===== src/rtl/rxu_pkg.sv =====
// Shared definitions for the serial receive channel.
// Assumes a fixed 16x oversampling ratio and an 8-bit data field.
package rxu_pkg;

    localparam int OVS   = 16;
    localparam int OVS_W = $clog2(OVS);
    localparam int DATA_W = 8;

    localparam logic [1:0] PAR_NONE  = 2'b00;
    localparam logic [1:0] PAR_EVEN  = 2'b01;
    localparam logic [1:0] PAR_ODD   = 2'b10;
    localparam logic [1:0] PAR_FORCE = 2'b11;

    typedef enum logic [2:0] {
        FS_IDLE, FS_START, FS_DATA, FS_PAR, FS_STOP, FS_BRKW
    } rxu_fstate_t;

    typedef struct packed {
        logic              brk;
        logic              addr;
        logic              frm;
        logic              perr;
        logic [DATA_W-1:0] data;
    } rxu_char_t;

endpackage


===== src/rtl/rxu_framer.sv =====
// Bit-level receive state machine.
// Looks for a start bit, confirms it at mid-bit, then samples the data,
// parity and stop bits every OVS ticks. It emits one registered character
// per frame, with its flags, and the break start/end pulses.
// Assumes rx is synchronous to clk and the configuration is static during a frame.
module rxu_framer
    import rxu_pkg::*;
(
    input  logic       clk,
    input  logic       rst_n,
    input  logic       tick,
    input  logic       rx,
    input  logic [1:0] cfg_len,
    input  logic [1:0] cfg_par,
    input  logic       cfg_par_val,
    input  logic       cfg_multidrop,
    output logic       chr_valid,
    output rxu_char_t  chr,
    output logic       brk_start,
    output logic       brk_end
);

    localparam logic [OVS_W-1:0] SMP_MID = OVS_W'(OVS/2 - 1);
    localparam logic [OVS_W-1:0] SMP_END = OVS_W'(OVS - 1);

    rxu_fstate_t       state;
    logic [OVS_W-1:0]  cnt;
    logic [2:0]        bidx;
    logic [DATA_W-1:0] shreg;
    logic              parbit;
    logic [2:0]        last_idx;
    logic              has_par;
    logic              perr_c;
    logic              all_low;

    assign last_idx = 3'(cfg_len) + 3'd4;
    assign has_par  = (cfg_par != PAR_NONE) || cfg_multidrop;
    assign all_low  = (shreg == '0) && (!has_par || !parbit) && !rx;

    // Parity check of the completed data field against the selected mode.
    always_comb begin
        perr_c = 1'b0;
        if (!cfg_multidrop) begin
            unique case (cfg_par)
                PAR_EVEN:  perr_c = ^shreg ^ parbit;
                PAR_ODD:   perr_c = ~(^shreg ^ parbit);
                PAR_FORCE: perr_c = (parbit != cfg_par_val);
                default:   perr_c = 1'b0;
            endcase
        end
    end

    // Frame sequencing, bit sampling and character/break output.
    always_ff @(posedge clk) begin
        if (!rst_n) begin
            state     <= FS_IDLE;
            cnt       <= '0;
            bidx      <= '0;
            shreg     <= '0;
            parbit    <= 1'b0;
            chr_valid <= 1'b0;
            chr       <= '0;
            brk_start <= 1'b0;
            brk_end   <= 1'b0;
        end else begin
            chr_valid <= 1'b0;
            brk_start <= 1'b0;
            brk_end   <= 1'b0;
            if (tick) begin
                unique case (state)
                    FS_IDLE: begin
                        if (!rx) begin
                            state <= FS_START;
                            cnt   <= '0;
                        end
                    end
                    FS_START: begin
                        if (cnt == SMP_MID) begin
                            cnt <= '0;
                            if (rx) begin
                                state <= FS_IDLE;
                            end else begin
                                state <= FS_DATA;
                                bidx  <= '0;
                                shreg <= '0;
                            end
                        end else begin
                            cnt <= cnt + 1'b1;
                        end
                    end
                    FS_DATA: begin
                        if (cnt == SMP_END) begin
                            cnt         <= '0;
                            shreg[bidx] <= rx;
                            if (bidx == last_idx) begin
                                state <= has_par ? FS_PAR : FS_STOP;
                            end else begin
                                bidx <= bidx + 1'b1;
                            end
                        end else begin
                            cnt <= cnt + 1'b1;
                        end
                    end
                    FS_PAR: begin
                        if (cnt == SMP_END) begin
                            cnt    <= '0;
                            parbit <= rx;
                            state  <= FS_STOP;
                        end else begin
                            cnt <= cnt + 1'b1;
                        end
                    end
                    FS_STOP: begin
                        if (cnt == SMP_END) begin
                            cnt       <= '0;
                            chr_valid <= 1'b1;
                            if (all_low) begin
                                chr       <= '{brk: 1'b1, addr: 1'b0, frm: 1'b0,
                                               perr: 1'b0, data: '0};
                                brk_start <= 1'b1;
                                state     <= FS_BRKW;
                            end else begin
                                chr.brk  <= 1'b0;
                                chr.addr <= cfg_multidrop & parbit;
                                chr.frm  <= !rx;
                                chr.perr <= perr_c;
                                chr.data <= shreg;
                                state    <= FS_IDLE;
                            end
                        end else begin
                            cnt <= cnt + 1'b1;
                        end
                    end
                    FS_BRKW: begin
                        if (rx) begin
                            brk_end <= 1'b1;
                            state   <= FS_IDLE;
                        end
                    end
                    default: state <= FS_IDLE;
                endcase
            end
        end
    end

    assert_false_start_R3: assert property (@(posedge clk) disable iff (!rst_n)
        (state == FS_START && tick && cnt == SMP_MID && rx) |=> (state == FS_IDLE && !chr_valid));

    assert_single_char_R2: assert property (@(posedge clk) disable iff (!rst_n)
        chr_valid |=> !chr_valid);

    assert_brk_with_char_R6: assert property (@(posedge clk) disable iff (!rst_n)
        brk_start |-> (chr_valid && chr.brk && chr.data == '0));

    assert_brk_pulse_R6: assert property (@(posedge clk) disable iff (!rst_n)
        brk_start |=> !brk_start);

endmodule


===== src/rtl/rxu_fifo.sv =====
// First-word-fall-through character queue.
// The head entry is always visible on rd_data. A write while full is refused
// by the caller, and a read while empty is ignored.
// Assumes DEPTH is a power of two so the pointers wrap naturally.
module rxu_fifo #(
    parameter int WIDTH = 12,
    parameter int DEPTH = 16
) (
    input  logic                       clk,
    input  logic                       rst_n,
    input  logic                       wr_en,
    input  logic [WIDTH-1:0]           wr_data,
    input  logic                       rd_en,
    output logic [WIDTH-1:0]           rd_data,
    output logic                       empty,
    output logic                       full,
    output logic [$clog2(DEPTH+1)-1:0] count
);

    localparam int AW = $clog2(DEPTH);
    localparam int CW = $clog2(DEPTH + 1);

    logic [WIDTH-1:0] mem [DEPTH];
    logic [AW-1:0]    wptr;
    logic [AW-1:0]    rptr;
    logic             do_wr;
    logic             do_rd;

    assign empty   = (count == '0);
    assign full    = (count == CW'(DEPTH));
    assign do_wr   = wr_en && !full;
    assign do_rd   = rd_en && !empty;
    assign rd_data = mem[rptr];

    // Storage write port.
    always_ff @(posedge clk) begin
        if (do_wr) mem[wptr] <= wr_data;
    end

    // Pointer and occupancy bookkeeping.
    always_ff @(posedge clk) begin
        if (!rst_n) begin
            wptr  <= '0;
            rptr  <= '0;
            count <= '0;
        end else begin
            if (do_wr) wptr <= wptr + 1'b1;
            if (do_rd) rptr <= rptr + 1'b1;
            unique case ({do_wr, do_rd})
                2'b10:   count <= count + 1'b1;
                2'b01:   count <= count - 1'b1;
                default: count <= count;
            endcase
        end
    end

    assert_no_overflow_R7: assert property (@(posedge clk) disable iff (!rst_n)
        count <= CW'(DEPTH));

    assert_no_push_full_R8: assert property (@(posedge clk) disable iff (!rst_n)
        wr_en |-> !full);

endmodule


===== src/rtl/rxu_idle_timer.sv =====
// Receive idle watchdog.
// Counts baud ticks while the queue holds data and nothing new is stored,
// and flags when the programmed limit is reached. A limit of zero disables it.
module rxu_idle_timer #(
    parameter int TW = 16
) (
    input  logic          clk,
    input  logic          rst_n,
    input  logic          tick,
    input  logic          push,
    input  logic          empty,
    input  logic [TW-1:0] limit,
    output logic          flag
);

    logic [TW-1:0] cnt;

    // Tick counter, restarted by each stored character or an empty queue.
    always_ff @(posedge clk) begin
        if (!rst_n) begin
            cnt <= '0;
        end else if (push || empty) begin
            cnt <= '0;
        end else if (tick && cnt < limit) begin
            cnt <= cnt + 1'b1;
        end
    end

    assign flag = (limit != '0) && !empty && (cnt >= limit);

    assert_timeout_clear_R10: assert property (@(posedge clk) disable iff (!rst_n)
        push |=> !flag);

endmodule


===== src/rtl/serial_rx_channel.sv =====
// Top of the serial receive channel.
// Connects the framer to the character queue. It also applies the multi-drop
// wake filter, keeps the sticky overrun flag and drives the idle time-out.
// Assumes tick_16x is a one-cycle enable and rx_line is already synchronised.
module serial_rx_channel
    import rxu_pkg::*;
#(
    parameter int FIFO_DEPTH = 16,
    parameter int TO_W       = 16
) (
    input  logic                            clk,
    input  logic                            rst_n,
    input  logic                            tick_16x,
    input  logic                            rx_line,
    input  logic [1:0]                      cfg_len,
    input  logic [1:0]                      cfg_par,
    input  logic                            cfg_par_val,
    input  logic                            cfg_multidrop,
    input  logic [TO_W-1:0]                 cfg_idle_limit,
    input  logic                            rd_en,
    input  logic                            ovr_clr,
    input  logic                            sleep_req,
    output logic [7:0]                      rd_data,
    output logic                            rd_brk,
    output logic                            rd_addr,
    output logic                            rd_frm,
    output logic                            rd_perr,
    output logic                            rx_empty,
    output logic [$clog2(FIFO_DEPTH+1)-1:0] rx_count,
    output logic                            rx_overrun,
    output logic                            rx_awake,
    output logic                            rx_timeout,
    output logic                            brk_start,
    output logic                            brk_end
);

    localparam int CHR_W = $bits(rxu_char_t);

    logic             chr_valid;
    rxu_char_t        chr;
    logic             accept;
    logic             fifo_wr;
    logic             fifo_full;
    logic [CHR_W-1:0] head_bits;
    rxu_char_t        head;

    rxu_framer u_framer (
        .clk           (clk),
        .rst_n         (rst_n),
        .tick          (tick_16x),
        .rx            (rx_line),
        .cfg_len       (cfg_len),
        .cfg_par       (cfg_par),
        .cfg_par_val   (cfg_par_val),
        .cfg_multidrop (cfg_multidrop),
        .chr_valid     (chr_valid),
        .chr           (chr),
        .brk_start     (brk_start),
        .brk_end       (brk_end)
    );

    // A character is wanted unless multi-drop sleep filters it out.
    assign accept  = chr_valid && (!cfg_multidrop || rx_awake || chr.addr);
    assign fifo_wr = accept && !fifo_full;

    rxu_fifo #(
        .WIDTH (CHR_W),
        .DEPTH (FIFO_DEPTH)
    ) u_fifo (
        .clk     (clk),
        .rst_n   (rst_n),
        .wr_en   (fifo_wr),
        .wr_data (chr),
        .rd_en   (rd_en),
        .rd_data (head_bits),
        .empty   (rx_empty),
        .full    (fifo_full),
        .count   (rx_count)
    );

    assign head    = rxu_char_t'(head_bits);
    assign rd_data = head.data;
    assign rd_brk  = head.brk;
    assign rd_addr = head.addr;
    assign rd_frm  = head.frm;
    assign rd_perr = head.perr;

    // Sticky overrun: set by a wanted character meeting a full queue.
    always_ff @(posedge clk) begin
        if (!rst_n)                   rx_overrun <= 1'b0;
        else if (accept && fifo_full) rx_overrun <= 1'b1;
        else if (ovr_clr)             rx_overrun <= 1'b0;
    end

    // Multi-drop wake state: an address character wakes, sleep_req sleeps.
    always_ff @(posedge clk) begin
        if (!rst_n)                                 rx_awake <= 1'b0;
        else if (accept && cfg_multidrop && chr.addr) rx_awake <= 1'b1;
        else if (sleep_req)                         rx_awake <= 1'b0;
    end

    rxu_idle_timer #(
        .TW (TO_W)
    ) u_idle (
        .clk   (clk),
        .rst_n (rst_n),
        .tick  (tick_16x),
        .push  (fifo_wr),
        .empty (rx_empty),
        .limit (cfg_idle_limit),
        .flag  (rx_timeout)
    );

    assert_sleep_ignore_R9: assert property (@(posedge clk) disable iff (!rst_n)
        (chr_valid && cfg_multidrop && !rx_awake && !chr.addr) |-> !fifo_wr);

    assert_ovr_sticky_R8: assert property (@(posedge clk) disable iff (!rst_n)
        (rx_overrun && !ovr_clr) |=> rx_overrun);

    assert_ovr_keep_R8: assert property (@(posedge clk) disable iff (!rst_n)
        (accept && fifo_full && !rd_en) |=> (rx_count == $past(rx_count)));

endmodule


===== config.mk =====
export PLATFORM = sky130hd
export DESIGN_NAME = serial_rx_channel
export DESIGN_NICKNAME = d
export VERILOG_FILES = /design/src/rtl/rxu_pkg.sv /design/src/rtl/rxu_framer.sv /design/src/rtl/rxu_fifo.sv /design/src/rtl/rxu_idle_timer.sv /design/src/rtl/serial_rx_channel.sv
export SDC_FILE = /design/constraint.sdc
export NUM_CORES = 1
export LEC_CHECK = 0
export BUFFER_PORTS_ARGS = -buffer_cell sky130_fd_sc_hd__buf_2
export CORE_ASPECT_RATIO = 0.5
export CORE_MARGIN = 5
export CORE_UTILIZATION = 61
export CTS_BUF_LIST = sky130_fd_sc_hd__clkbuf_16
export CTS_CLUSTER_SIZE = 10
export DETAILED_ROUTE_END_ITERATION = 8
export HOLD_SLACK_MARGIN = 0.03
export PLACE_DENSITY = 0.79
export SYNTH_ARGS = -nofsm -noshare
export SYNTH_HDL_FRONTEND = slang
export SYNTH_HIERARCHICAL = 1
export SYNTH_SLANG_ARGS = --single-unit
export TNS_END_PERCENT = 30

===== constraint.sdc =====
create_clock -name clk -period 3.3 [get_ports clk]
set_input_delay 0.66 -clock clk [delete_from_list [all_inputs] [get_ports clk]]
set_output_delay 0.66 -clock clk [all_outputs]
set_load 0.05 [all_outputs]

==> impl_metrics.tcl <==
set metrics [dict create \
    viasPerCell 6.31 \
    hold_violations 0 \
    dieArea_um2 22100 \
    drt-total-wl_um 26900 \
    slew_headroom_pct 42.3 \
    async_flop_share_pct 0 \
    start_kind "flip-flop" \
    ff2ff_path_depth 11 \
    nets 944 \
    p_leak_nw 5.01 \
    fmax_ghz 0.317 \
    hold_path_end "rx_overrun" \
    hold_class "primary input to flip-flop" \
    io_buffers 51 \
    r2r-start "u_fifo/count[0]" \
    fin_crit_sh_pct 95.7 \
    finalSetupTns_ns 0 \
    track_usage_pct 25.3 \
    core_area_um2 18600 \
    fp-row-count 35 \
    period_needed_ns 3.16 \
    first_global_vias 7352 \
    synthCells 816 \
    cts_inserted_buffers 30 \
    cts_tree "built" \
    hold_path.startpoint "ovr_clr" \
    switching_share_pct 25.6 \
    maxSlewViolCount 0 \
    grt_pass1_wl_um 42500 \
    critPathCaptureType "output port" \
    drtIter0Drc 763 \
    fillCellCount 1215 \
    crit_arrival_ns 2.50 \
    clkTransAtPathRegs_ns 0.06 \
    p_int_mw 5.52 \
    worst_pin_slew_ns 0.865 \
    start_util_pct 62.8 \
    syn_area_per_cell_um2 14.3 \
    power_density_nw_per_um2 566 \
    clk_latency_ns 0.55 \
    die_y_um 108 \
    multiInputGateArea_um2 4150 \
    ff_latch_area_um2 7150 \
    rsz0062_at_grt "false" \
    vdd_drop_max_mv 0.430 \
    synthFlopType "edfxtp_1" \
    seq_power_share_pct 48.2 \
    clock-sinks 261 \
    dpl.hpwl_um 15400 \
    grt_start_max_net_pins 49 \
    r2r_slack_ns 0.37 \
    critPathMaxFanout 18 \
    ys_types 74 \
    cp_slowest_stage_delay_ns 0.54 \
    reg2reg_to "u_fifo/count[2]" \
    hold_path_depth 3 \
    ctsLongestPathBuffers 3 \
    drv_cap 0 \
    cp_top_family "multiplexers" \
    stdcell_area_um2 13100 \
    dr.pass1.iters 4 \
    synth.top_cell.area_share_pct 49.5 \
    vias 7264 \
    worst-setup-path-type "flip-flop to output port" \
    ys_ff_latch 261 \
    setup_violations 0 \
    yosys-top-cells-area "edfxtp_1, dfxtp_1, mux4_2, ha_1, nand2_1" \
    worst-path-buf-inv 2 \
    wl_per_cell_um 23.3 \
    ios 52 \
    status "finished, final reports clean" \
    synth_nets 876 \
    finalClockSkew_ns 0.0177 \
    critical_path.slowest_cell "mux4_2" \
    crit_chain "buf_12 -> mux4_2 -> mux4_2 -> buf_2" \
    required_ns 2.64 \
    path_common_cell "mux4_2" \
    power_frac_comb_pct 13.0 \
    fp.dieW_um 206 \
    ys_warn_count 6 \
    ant_nets 0 \
    grt_overflow 0 \
    syn_area_um2 11700 \
    cts_max_level 1 \
    antenna_found_initial 2 \
    synth_top_area_cell "edfxtp_1" \
    drc 0 \
    cts_root_buffer "clkbuf_16" \
    layout-drive-gt1-share_pct 22.7 \
    pwr-share-clk_pct 38.8 \
    placed_cell_area_um2 12300 \
    synth-edff-count 192 \
    ys_seq_area_share_pct 61.3 \
    area_growth_pct 12.5 \
    p_switching_mw 1.90 \
    gp_congestion 0.871 \
    cts.repair.resized 0 \
]
worst max path at each step:
stage,from,endpoint,slack (ns),depth (start not counted)
2_1_floorplan,u_fifo/count[0],u_fifo/count[2],0.02,13
3_3_place_gp,cfg_multidrop,u_fifo/count[4],0.43,11
3_5_place_dp,cfg_multidrop,u_fifo/count[2],0.38,11
4_1_cts,flip-flop,rd_perr,0.13,4
5_1_grt,flip-flop,rd_perr,0.07,4
6_report,flip-flop,rd_perr,0.14,4
state kept, by name (all words and copies together), names as in the netlist, 3 cells and up, named ones only:
register        count
u_fifo/wptr         4
u_framer/state      3
u_framer/shreg      8
u_fifo/rptr         4
u_fifo/mem        192
u_framer/bidx       3
u_fifo/count        5
u_framer/cnt        4
u_framer/chr       12
u_idle/cnt         16
logic make-up after synthesis:
kind of cell,Yosys count,share of synthesized area (%)
compound gates,110,6.94
xor+xnor,15,1.13
fa+ha+maj,31,3.33
buf+inv,83,3.26
flops,261,61.3
mux,77,13.1
simple gates,239,11.0
repair_timing:
action                     CTS  global route
buffers inserted             2             0
hold buffers                 0             0
setup endpoints to repair    5             0
power by group through the flow:
stage / logic, mW / registers (mW) / clock network, mW
after global routing: 1.06 / 3.58 / 3.09
after CTS: 0.978 / 3.58 / 2.91
after global placement: 0.891 / 3.67 / 0
after detailed placement: 0.904 / 3.67 / 0
final: 0.969 / 3.58 / 2.88
after floorplan: 0.743 / 3.65 / 0
tightest hold or removal path, cell delays in order:
cell and delay, ns:
buf_2 0.08, nand3b_1 0.09, o21ai_1 0.06
placed cells by master (no fill, tap or decap), types with 5 or more instances in the layout:
master     instances
ha_1              31
nand3_1           31
mux4_2            59
nor4_1            10
o211ai_1           8
a21boi_1          13
o21a_1             6
nor2_1            41
clkbuf_16         30
o21ai_0            7
mux2i_1           17
nand2_1           66
a21oi_1           27
nand4_1           14
buf_2             51
xor2_1             6
nor3_1            10
inv_1             44
nor2b_1            8
dfxtp_1           65
o21ai_1            6
xnor2_1            9
nor3_2             5
edfxtp_1         192
buf_4             25
nand2b_1          17
and2_1             5
through the flow:
step | power (mW) | hold slack (ns) | worst slack (ns) | std cells | util [%]
final | 7.43 | 0.383 | 0.141 | 1152 | 70.7
after global routing | 7.73 | 0.385 | 0.0659 | 1149 | 70.6
after CTS | 7.47 | 0.370 | 0.133 | 1149 | 70.6
after detailed placement | 4.58 | 0.481 | 0.382 | 1109 | 66.1
after global placement | 4.56 | 0.466 | 0.434 | 1109 | 66.1
after floorplan | 4.39 | 0.446 | 0.0164 | 816 | -
cell usage after synthesis (10+ instances only):
cell,number
a21boi_1,13
a21oi_1,27
buf_2,18
clkbuf_1,19
dfxtp_1,69
edfxtp_1,192
ha_1,31
inv_1,38
mux2i_1,17
mux4_2,59
nand2_1,66
nand2b_1,17
nand3_1,31
nand4_1,14
nor2_1,41
nor3_1,14
nor4_1,10
per-layer routing:
layer  up-vias  wire length (um)  GRT usage (%)
li1       3262                 -              -
met1      3606             10900           34.5
met2       344             12900           41.5
met3        50              2520           6.26
met4         2               562           6.45
met5         -                13              0
area by class of cell:
class / instances / share of cell area, %
antenna: 3 / 0.0572
clock buffer: 30 / 5.72
clock inverter: 8 / 0.467
inverter: 39 / 1.13
multi-input combinational: 472 / 31.6
sequential: 261 / 54.5
tap: 259 / 2.47
timing repair buffer: 80 / 3.99
No activity file was read; power rests on OpenSTA's default activity.
